===== src/rtl/tmo_pkg.sv =====
package tmo_pkg;
    localparam int unsigned TMO_CNT_W_DEF   = 14;
    localparam int unsigned TMO_PRE_DIV_DEF = 4;

    // Per-cycle advance request passed from the gating/prescale stage to the counter.
    typedef struct packed {
        logic run;   // enable and stretch both high this cycle
        logic tick;  // counter may advance on this edge
    } tmo_step_t;
endpackage


===== src/rtl/tmo_prescale.sv =====
module tmo_prescale #(
    parameter int unsigned RATIO = 4
) (
    input  logic clk,
    input  logic rst_n,
    input  logic run,
    input  logic div_sel,
    output logic tick
);
    localparam int unsigned PW = (RATIO > 2) ? $clog2(RATIO) : 1;
    localparam logic [PW-1:0] LAST = PW'(RATIO - 1);

    typedef struct packed {
        logic [PW-1:0] phase;
    } pre_state_t;

    pre_state_t st_d, st_q;

    always_comb begin
        st_d = st_q;
        if (!run || !div_sel) begin
            st_d.phase = '0;
        end else if (st_q.phase == LAST) begin
            st_d.phase = '0;
        end else begin
            st_d.phase = st_q.phase + 1'b1;
        end
        tick = run && (!div_sel || (st_q.phase == LAST));
    end

    always_ff @(posedge clk or negedge rst_n) begin
        if (!rst_n) begin
            st_q <= '0;
        end else begin
            st_q <= st_d;
        end
    end
endmodule


===== src/rtl/tmo_counter.sv =====
module tmo_counter
    import tmo_pkg::*;
#(
    parameter int unsigned CNT_W = TMO_CNT_W_DEF
) (
    input  logic      clk,
    input  logic      rst_n,
    input  tmo_step_t step,
    output logic      expire
);
    localparam logic [CNT_W-1:0] TOP = {CNT_W{1'b1}};

    typedef struct packed {
        logic [CNT_W-1:0] cnt;
        logic             spent;  // window expired in this stretch; hold at zero
    } cnt_state_t;

    cnt_state_t st_d, st_q;

    always_comb begin
        st_d   = st_q;
        expire = 1'b0;
        if (!step.run) begin
            st_d.cnt   = '0;
            st_d.spent = 1'b0;
        end else if (step.tick && !st_q.spent) begin
            if (st_q.cnt == TOP) begin
                st_d.cnt   = '0;
                st_d.spent = 1'b1;
                expire     = 1'b1;
            end else begin
                st_d.cnt = st_q.cnt + 1'b1;
            end
        end
    end

    always_ff @(posedge clk or negedge rst_n) begin
        if (!rst_n) begin
            st_q <= '0;
        end else begin
            st_q <= st_d;
        end
    end
endmodule


===== src/rtl/tmo_flag.sv =====
module tmo_flag (
    input  logic clk,
    input  logic rst_n,
    input  logic set,
    input  logic clr,
    input  logic irq_en,
    output logic flag,
    output logic irq
);
    typedef struct packed {
        logic flag;
    } flag_state_t;

    flag_state_t st_d, st_q;

    always_comb begin
        st_d = st_q;
        if (set) begin
            st_d.flag = 1'b1;          // hardware set has priority
        end else if (clr) begin
            st_d.flag = 1'b0;
        end
        flag = st_q.flag;
        irq  = st_q.flag && irq_en;
    end

    always_ff @(posedge clk or negedge rst_n) begin
        if (!rst_n) begin
            st_q <= '0;
        end else begin
            st_q <= st_d;
        end
    end
endmodule


===== src/rtl/stretch_timeout.sv =====
module stretch_timeout
    import tmo_pkg::*;
#(
    parameter int unsigned CNT_W     = TMO_CNT_W_DEF,
    parameter int unsigned PRE_RATIO = TMO_PRE_DIV_DEF
) (
    input  logic clk,
    input  logic rst_n,
    input  logic tmo_en,
    input  logic div4_sel,
    input  logic stretch_active,
    input  logic flag_clr,
    input  logic irq_en,
    output logic tmo_flag,
    output logic tmo_irq
);
    tmo_step_t step;
    logic      pre_tick;
    logic      cnt_expire;

    assign step.run  = tmo_en && stretch_active;
    assign step.tick = pre_tick;

    generate
        if (PRE_RATIO > 1) begin : g_pre
            tmo_prescale #(.RATIO(PRE_RATIO)) u_pre (
                .clk     (clk),
                .rst_n   (rst_n),
                .run     (step.run),
                .div_sel (div4_sel),
                .tick    (pre_tick)
            );
        end else begin : g_nopre
            assign pre_tick = step.run;
        end
    endgenerate

    tmo_counter #(.CNT_W(CNT_W)) u_cnt (
        .clk    (clk),
        .rst_n  (rst_n),
        .step   (step),
        .expire (cnt_expire)
    );

    tmo_flag u_flag (
        .clk    (clk),
        .rst_n  (rst_n),
        .set    (cnt_expire),
        .clr    (flag_clr),
        .irq_en (irq_en),
        .flag   (tmo_flag),
        .irq    (tmo_irq)
    );
endmodule


===== config.mk =====
export PLATFORM = sky130hd
export DESIGN_NAME = stretch_timeout
export DESIGN_NICKNAME = d
export VERILOG_FILES = /design/src/rtl/tmo_pkg.sv /design/src/rtl/tmo_prescale.sv /design/src/rtl/tmo_counter.sv /design/src/rtl/tmo_flag.sv /design/src/rtl/stretch_timeout.sv
export SDC_FILE = /design/constraint.sdc
export NUM_CORES = 1
export LEC_CHECK = 0
export ABC_AREA = 0
export CAP_MARGIN = 20
export CORE_AREA = 2 2 67 69
export CTS_CLUSTER_DIAMETER = 50
export CTS_CLUSTER_SIZE = 30
export DETAILED_ROUTE_END_ITERATION = 7
export DIE_AREA = 0 0 69 71
export PLACE_DENSITY_LB_ADDON = 0.08
export SYNTH_ARGS = -nofsm -noshare
export SYNTH_HDL_FRONTEND = slang
export SYNTH_SLANG_ARGS = --single-unit

===== constraint.sdc =====
create_clock -name clk -period 5.2 [get_ports clk]
set_input_delay 1.04 -clock clk [delete_from_list [all_inputs] [get_ports clk]]
set_output_delay 1.04 -clock clk [all_outputs]
set_load 0.01 [all_outputs]

==> impl_metrics.toml <==
[clocking]
cts_tree = "done"
cts_buffer_depth = 2
htree_levels = 1
cts_resized = 0
clkSlewWorstSetupHoldPaths_ns = 0.07
clk-insertion-delay-late_ns = 0.25
cts_buffers = 3
clock-root-buffer = "clkbuf_8"
holdBufCountCts = 0
numClockSinks = 18
cts_setup_buffers = 0

[route]
wl_met1_um = 1130
antenna_left = 0
wl_met2_um = 1090
wl_met3_um = 63
viasPerCell = 5.02
first_pass_iters = 4
wl_per_cell_um = 14.1
totalWireLength_um = 2310
highest_layer = "met4"
via_count = 823
drc_errors = 0
dr.first_iter.drc_count = 16

[final_layout]
num-nets-final = 123
final_cell_mix = "dfrtp_1, a21oi_1, clkdlybuf4s50_1"
final_common_cell = "dfrtp_1"
antenna_cells = 0
seqCellArea_sq_um = 450
fillCellCount = 463
drive_above_1_share_pct = 9.82
multi_input_area_sq_um = 478
area_growth_pct = 17.7

[setup_path]
critPathCaptureType = "output pin"
required_ns = 4.16
critPathMaxFanout = 1
r2r_end = "u_cnt.st_q[14]"
reg2reg_depth = 5
critPathLaunchType = "input port"
reg2reg_from = "u_cnt.st_q[1]"
critPathArrivalTime_ns = 2.12
reg2reg_slack_ns = 3.01
path_class = "input port to output pin"

[synth]
netlist.area_leader.share_pct = 46.8
ys_ff_latch = 18
synth_compound_area_share_pct = 19.0
synth_adder_area_share_pct = 2.60
synthXorXnorAreaFrac_pct = 0
syn_area_sq_um = 963
avgSynthCellArea_sq_um = 9.26
synthCells = 104
synth.distinct_cells = 29
yosys.area_share.simple_pct = 28.1
synth_edf_count = 0
synthMuxAreaShare_pct = 0
ys_seq_area_share_pct = 46.8
ys.warnings.count = 0
synth_top_family_by_area = "simple AND/OR/NAND/NOR gates"
synthFlopType = "dfrtp_1"
synth_area_leader_cell = "dfrtp_1"
synth_area_leaders = "dfrtp_1, a21oi_1, o31ai_1, or4_1, nand3_1"
syn_nets = 113
async_reset_ff_share_pct = 100

[place]
io_buffers = 8
dp_hpwl_um = 1590
place_congestion = 0.708

[die]
coreArea_sq_um = 4200
start_util_pct = 22.9
dieArea_sq_um = 4900
die_y_um = 71
row_count = 24
die_x_um = 69
io_pins = 9

[global_routing]
grt_pass1_wl_um = 3990
grt_pass1_vias = 819
gr-total-overflow = 0
antenna_found_initial = 0
grt_usage_pct = 10.3
grt_max_degree = 24

[sta]
rsz0062_at_grt = "no"
fmax_ghz = 0.317
hold_ws_ns = 0.446
period_minus_slack_ns = 3.16
hold_violations = 0
skew_ns = 0.00191
maxSlewHeadroom_pct = 39.5
slew_violations = 0
setup_viol = 0
fin_crit_sh_pct = 60.7
fin_setup_tns_ns = 0
worst_pin_slew_ns = 0.905

[power_and_ir_drop]
total_power_uw = 258
p_leak_uw = 0.000404
ir_drop_v = 0.0000727
power_density_nw_per_um2 = 228

[status]
status = "completed"

[hold_path]
hold_start = "g_pre.u_pre.st_q[0]"
hold-path-cell-count = 1
whs_endpoint = "g_pre.u_pre.st_q[0]"
holdCritPathClass = "flop to flop"

[run]
timing.max_cap.violations = 0
==> state kept, by name, summed over array words and instances, names as in the netlist <==
name and flops:
u_cnt.st_q 15, g_pre.u_pre.st_q 2, u_flag.flag 1
==> critical path, stage by stage <==
cell             delay (ns)
clkdlybuf4s50_1        0.44
and2_1                 0.11
clkdlybuf4s50_1        0.53
==> cells in the mapped netlist, types with 2 or more instances <==
| cell type | count |
|---|---|
| a21oi_1 | 15 |
| and2_1 | 2 |
| dfrtp_1 | 18 |
| ha_1 | 2 |
| inv_1 | 5 |
| nand2_1 | 7 |
| nand3_1 | 7 |
| nand4_1 | 3 |
| nor2_1 | 3 |
| o21ai_0 | 6 |
| o31ai_1 | 7 |
| or2_2 | 3 |
| or3_1 | 4 |
| or4_1 | 7 |
==> logic make-up after synthesis <==
group | count (synthesis)
DFF | 18
AOI/OAI and AO/OA | 31
and+or+nand+nor | 45
adders and majority gates | 2
buffers and inverters | 8
==> power by group <==
group	internal (uW)	switching, uW
Sequential	141	0.960
Combinational	6.16	10.1
Clock	51.5	48.6
==> per-stage QoR <==
stage	area (sq um)	worst slack [ns]	instances	util (%)
after floorplan	963	2.97	104	-
after global placement	1090	2.03	161	26.0
after detailed placement	1090	2.04	161	26.0
after CTS	1130	2.04	164	27.0
after global routing	1130	2.00	164	27.0
final	1130	2.04	164	27.0
==> routing by layer <==
metal  global-route usage (%)  vias to the layer above
met1                     13.3                      400
li1                         -                      408
met3                     1.71                        2
met2                     17.0                       13
met5                        0                        -
met4                     4.58                        0
==> worst max-delay path by stage <==
stage                 from       to  slack, ns  depth (start not counted)
global route        irq_en  tmo_irq       2.00                          3
global placement    irq_en  tmo_irq       2.03                          3
CTS                 irq_en  tmo_irq       2.04                          3
detailed placement  irq_en  tmo_irq       2.04                          3
finish              irq_en  tmo_irq       2.04                          3
floorplan           irq_en  tmo_irq       2.97                          1
==> layout make-up <==
cell class | count | area share, %
Multi-Input combinational cell | 78 | 42.2
Clock buffer | 3 | 3.64
Inverter | 5 | 1.66
Timing Repair Buffer | 8 | 7.06
Tap cell | 52 | 5.74
Sequential cell | 18 | 39.7
Note: power is estimated with default switching activity, not from simulation.
